`config.mk`:
```
export PLATFORM = sky130hd
export DESIGN_NAME = irq_presenter
export DESIGN_NICKNAME = d
export VERILOG_FILES = /design/src/rtl/irq_presenter.sv
export SDC_FILE = /design/constraint.sdc
export NUM_CORES = 1
export LEC_CHECK = 0
export BUFFER_PORTS_ARGS = -buffer_cell sky130_fd_sc_hd__buf_4
export CORE_ASPECT_RATIO = 2
export CORE_MARGIN = 5
export CORE_UTILIZATION = 51
export DETAILED_ROUTE_END_ITERATION = 12
export MAX_ROUTING_LAYER = met4
export PLACE_DENSITY = 0.78
export SYNTH_ARGS = -nofsm -noshare
export SYNTH_HDL_FRONTEND = slang
export SYNTH_SLANG_ARGS = --single-unit
```
`constraint.sdc`:
```
create_clock -name clk -period 10.2 [get_ports clk]
set_input_delay 1.02 -clock clk [delete_from_list [all_inputs] [get_ports clk]]
set_output_delay 1.02 -clock clk [all_outputs]
set_load 0.1 [all_outputs]
```
`src/rtl/irq_presenter.sv`:
```
module irq_presenter #(
  parameter int N_SRC    = 4,
  parameter int AW       = 8,
  parameter int EXT_BASE = 16,
  parameter int IPI_ID   = 2
) (
  input  logic             clk,
  input  logic             rst_n,
  input  logic [N_SRC-1:0] src_lines,
  input  logic             bus_sel,
  input  logic             bus_we,
  input  logic [3:0]       bus_be,
  input  logic [AW-1:0]    bus_addr,
  input  logic [31:0]      bus_wdata,
  output logic [31:0]      bus_rdata,
  output logic             irq_out
);
  localparam logic [AW-1:0] A_ACK  = AW'(8'h00);
  localparam logic [AW-1:0] A_POLL = AW'(8'h04);
  localparam logic [AW-1:0] A_REQ  = AW'(8'h0C);
  localparam int            SRC_BASE = 16;

  logic [7:0]  cppr, mfrr;
  logic [7:0]  prio [N_SRC];
  logic        best_v, deliv, irq_q;
  logic [7:0]  best_p;
  logic [23:0] best_id, pres_id;

  wire wr     = bus_sel && bus_we;
  wire ack_rd = bus_sel && !bus_we && bus_addr == A_ACK;

  always_comb begin
    best_v  = (mfrr != 8'hff);
    best_p  = mfrr;
    best_id = 24'(IPI_ID);
    for (int i = 0; i < N_SRC; i++) begin
      if (src_lines[i] && prio[i] != 8'hff && (!best_v || prio[i] < best_p)) begin
        best_v  = 1'b1;
        best_p  = prio[i];
        best_id = 24'(EXT_BASE + i);
      end
    end
  end

  assign deliv   = best_v && (best_p < cppr);
  assign pres_id = deliv ? best_id : 24'd0;

  always_ff @(posedge clk) begin
    if (!rst_n) begin
      cppr  <= 8'h00;
      mfrr  <= 8'hff;
      irq_q <= 1'b0;
    end else begin
      irq_q <= deliv;
      if (wr && bus_addr == A_ACK && bus_be[3]) cppr <= bus_wdata[31:24];
      else if (ack_rd && deliv)                 cppr <= best_p;
      if (wr && bus_addr == A_REQ && bus_be[0]) mfrr <= bus_wdata[7:0];
    end
  end

  for (genvar g = 0; g < N_SRC; g++) begin : g_src
    always_ff @(posedge clk) begin
      if (!rst_n) prio[g] <= 8'hff;
      else if (wr && bus_be[0] && bus_addr == AW'(SRC_BASE + 4*g)) prio[g] <= bus_wdata[7:0];
    end
  end

  always_comb begin
    bus_rdata = 32'd0;
    if (bus_addr == A_ACK || bus_addr == A_POLL) bus_rdata = {cppr, pres_id};
    else if (bus_addr == A_REQ)                  bus_rdata = {24'd0, mfrr};
    for (int i = 0; i < N_SRC; i++)
      if (bus_addr == AW'(SRC_BASE + 4*i)) bus_rdata = {24'd0, prio[i]};
  end

  assign irq_out = irq_q;

  assert_irq_follows_R11: assert property (@(posedge clk) disable iff (!rst_n)
    deliv |=> irq_out);
  assert_irq_drops_R11: assert property (@(posedge clk) disable iff (!rst_n)
    !deliv |=> !irq_out);
  assert_blocked_R4: assert property (@(posedge clk) disable iff (!rst_n)
    (cppr == 8'h00) |=> !irq_out);
  assert_ack_raises_R3: assert property (@(posedge clk) disable iff (!rst_n)
    (ack_rd && deliv) |=> (cppr == $past(best_p)));
  assert_poll_quiet_R9: assert property (@(posedge clk) disable iff (!rst_n)
    (bus_sel && !bus_we && bus_addr == A_POLL) |=> ($stable(cppr) && $stable(mfrr)));
  assert_strict_R5: assert property (@(posedge clk) disable iff (!rst_n)
    (ack_rd && bus_rdata[23:0] != 24'd0) |-> (best_p < cppr));
endmodule

```
==> metrics <==
Data required, critical path 9.18 ns; CTS Buffer Depth 2; max cap viols 0; switching portion of total power a little over a third; # port buffers 50; initial core utilization 51.8%; root buf cell clkbuf_16; synthesized area per cell 8.86 µm²; DR DRC count 0; Die H 139 µm; Post-synth EDFFs 32; number of buffers created by CTS 5; clk_lat worst skew 0.30 ns; Leak 2.48 nW; vias in the first global route around 4.3k; CTS clk-pin slew, worst paths 0.08 ns; total gr overflow 0; combinational fraction of design power 37.8%; Reg2Reg Depth 47; area delta synth->final 34.7%; Final Non-Filler Cells 691; GRT Overall Usage 28.1%; run status complete, but fails checks; global route hottest layer met2; first-pass GRT wire length 21.3 mm; M3 GR Usage approximately 3.2%; Hold Path Stages 2; TritonCTS clock tree built; critical path class register to primary output; skew final 0.00742 ns; largest family of logic cells by synthesized area compound AO/OA/AOI/OAI gates; xor/xnor share of the synthesized area 0%; startpoint types register; final net count approximately 680; wire per inst between 20 and 25 µm; reg2reg end cppr[1]$_SDFFE_PN0P_; DP HPWL 11.3 mm; Top-Level Pins 85; Synth Register Bits 49; PwrDens between 100 and 150 mW/mm²; DRT Wirelength 15.0 mm; Slew HR between 10% and 20%; Antenna Nets Post-Route 0; synthesized cell area 0.00424 mm²; Fin. Hold Viols 0; complex-gate fraction of the synthesized area 24.1%; Hold Buf Count CTS 0; Post-Synthesis Cells ~480; internal power 0.452 mW; Yosys cell types 65; final slew viol count 0; H-tree lvl count 2; layout cells sized above 1 between 30 and 40%; RSZ-0062 raised after global routing true; DR vias/cell 6.36; Worst Hold End mfrr[3]$_SDFFE_PN1P_; Tmin final 10.52 ns; TritonCTS Sinks 49; sequential power share 33.1%; CP max-delay cell o41ai_4; Hold Crit Class register to register; Post-Place Cell Area 0.00506 mm²; mux share of post-synthesis cell area 6.26%; dpl cells 659; clock network power share around 29%; failing checks setup timing; final worst slack -0.317 ns; ant diodes 0; met1 Usage GRT 25.0%; fmax 95.1 MHz; Critical Path AT 9.50 ns; simple-gate portion of the synthesized area 21.9%; Setup violations, final 3; Core Region 0.00817 mm²; Layout Cell Area excl Fill about 0.0057 mm²; commonest non-fill, non-tap cell in the layout buf_4; sequential share of the synthesized area between 30% and 40%; worst r2r src mfrr[5]$_SDFFE_PN1P_; peak supply drop 0.113 mV; RePlAce Congestion 1.06; detailed-route via count 4,395; Synth warnings 0; Setup crit end kind primary output; most frequent cells in the layout 116 x buf_4, 34 x nor2_1, 32 x edfxtp_1; fraction of registers with async set/reset 0%; largest net degree at the start of global routing 20; routing usage on met2 between 40% and 50%; Layout Utilization 69.8%; worst slew pin tran ~1.3 ns; initial DRC count 229; fin crit share 103%; row count 47; post-synthesis adder-cell area fraction 9.63%; crit-path max FO 7; Die Area approximately 0.010 mm²; Reg2Reg Setup Slack 0.07 ns; first-pass iteration count of the detailed router 5; Hold Startpoint mfrr[3]$_SDFFE_PN1P_; Die X-Extent 74.4 µm; ys flop type edfxtp_1; antenna violations before repair 0; NetSw 0.241 mW; Critical Path Max Stage Delay 0.52 ns
## power by group through the flow
stage	Combinational, mW	Clock [mW]	Sequential, mW
after floorplan	0.148	0	0.234
after global placement	0.210	0	0.232
after detailed placement	0.216	0	0.233
after CTS	0.221	0.201	0.228
after global routing	0.277	0.211	0.230
final	0.262	0.202	0.230
## registers in the layout (all words and copies together), names as in the netlist
register  count
prio         32
cppr          8
mfrr          8
irq_out       1
## worst max-delay path by stage
stage / from / endpoint / cells after the start
2_1_floorplan: src_lines[0] / bus_rdata[0] / 42
3_3_place_gp: src_lines[0] / bus_rdata[0] / 40
3_5_place_dp: src_lines[0] / bus_rdata[4] / 40
4_1_cts: mfrr[6]$_SDFFE_PN1P_ / bus_rdata[4] / 41
5_1_grt: prio[0][6]$_SDFFCE_PN1P_ / bus_rdata[1] / 41
6_report: mfrr[5]$_SDFFE_PN1P_ / bus_rdata[4] / 42
## per-stage QoR
step / hold slack (ns) / setup slack, ns / setup TNS [ns] / total power, mW
floorplan: 0.526 / 0.0195 / 0 / 0.382
global placement: 0.541 / 0.204 / 0 / 0.443
detailed placement: 0.548 / 0.0970 / 0 / 0.449
CTS: 0.562 / -0.00102 / -0.00102 / 0.649
global route: 0.596 / -0.550 / -2.62 / 0.719
finish: 0.583 / -0.317 / -0.922 / 0.694
## layer usage
| metal | share of wire, % | wire, µm | up-vias |
|---|---|---|---|
| met4 | 9.4 | 1410 | 0 |
| met1 | 31 | 4620 | 2042 |
| li1 | - | - | 2004 |
| met3 | 6.4 | 964 | 94 |
| met5 | 0 | 0 | - |
| met2 | 53 | 7970 | 255 |
## Yosys cell counts (4+ instances only)
master | number | area [µm²]
a211oi_1 | 4 | 30.0
a21bo_1 | 4 | 40.0
a21o_1 | 10 | 75.1
a21oi_1 | 36 | 180
a221o_1 | 4 | 40.0
a22oi_1 | 9 | 67.6
and3_1 | 4 | 25.0
and4_1 | 5 | 43.8
buf_4 | 16 | 120
clkbuf_1 | 13 | 48.8
dfxtp_1 | 17 | 340
edfxtp_1 | 32 | 961
ha_1 | 31 | 388
inv_1 | 35 | 131
mux2_2 | 8 | 90.1
mux2_4 | 7 | 105
mux2i_1 | 7 | 70.1
nand2_1 | 28 | 105
nand2b_1 | 16 | 100
nand3_1 | 8 | 40.0
nand4_1 | 19 | 119
nor2_1 | 37 | 139
nor2b_1 | 6 | 37.5
nor3_1 | 10 | 50.1
o211ai_1 | 15 | 113
o21a_1 | 4 | 30.0
o21ai_0 | 12 | 60.1
o22ai_1 | 8 | 50.1
or2_2 | 9 | 56.3
or3_1 | 16 | 100
## cells by family (layout without fill, tap and decap cells)
kind of cell,Yosys count,in the layout
flops,49,49
simple gates,172,172
mux,22,22
buf+inv,66,166
compound gates,135,135
other cells,1,16
fa+ha+maj,33,33
## critical path: cells and delay by family, from the launching register on
family | cells | cell delay [ns]
compound gates | 17 | 3.95
fa+ha+maj | 5 | 1.29
buf+inv | 9 | 1.36
flops | 1 | 0.35
mux | 3 | 0.81
simple gates | 8 | 1.43
## area by class of cell
| class | instances | area, µm² |
|---|---|---|
| inverters | 35 | 131 |
| flip-flops and latches | 49 | 1300 |
| clock inverters | 3 | 47.5 |
| fillers | 632 | 2470 |
| multi-input cells | 378 | 3030 |
| repair buffers | 123 | 943 |
| clock buffers | 5 | 125 |
| well taps | 98 | 123 |
## timing repair
| item | in CTS | in global routing |
|---|---|---|
| setup buffers | 3 | 23 |
| setup endpoints to repair | 3 | 10 |
| gates resized for setup | 7 | 49 |
| pin swaps | 0 | 36 |
Note: power is estimated with default switching activity, not from simulation.
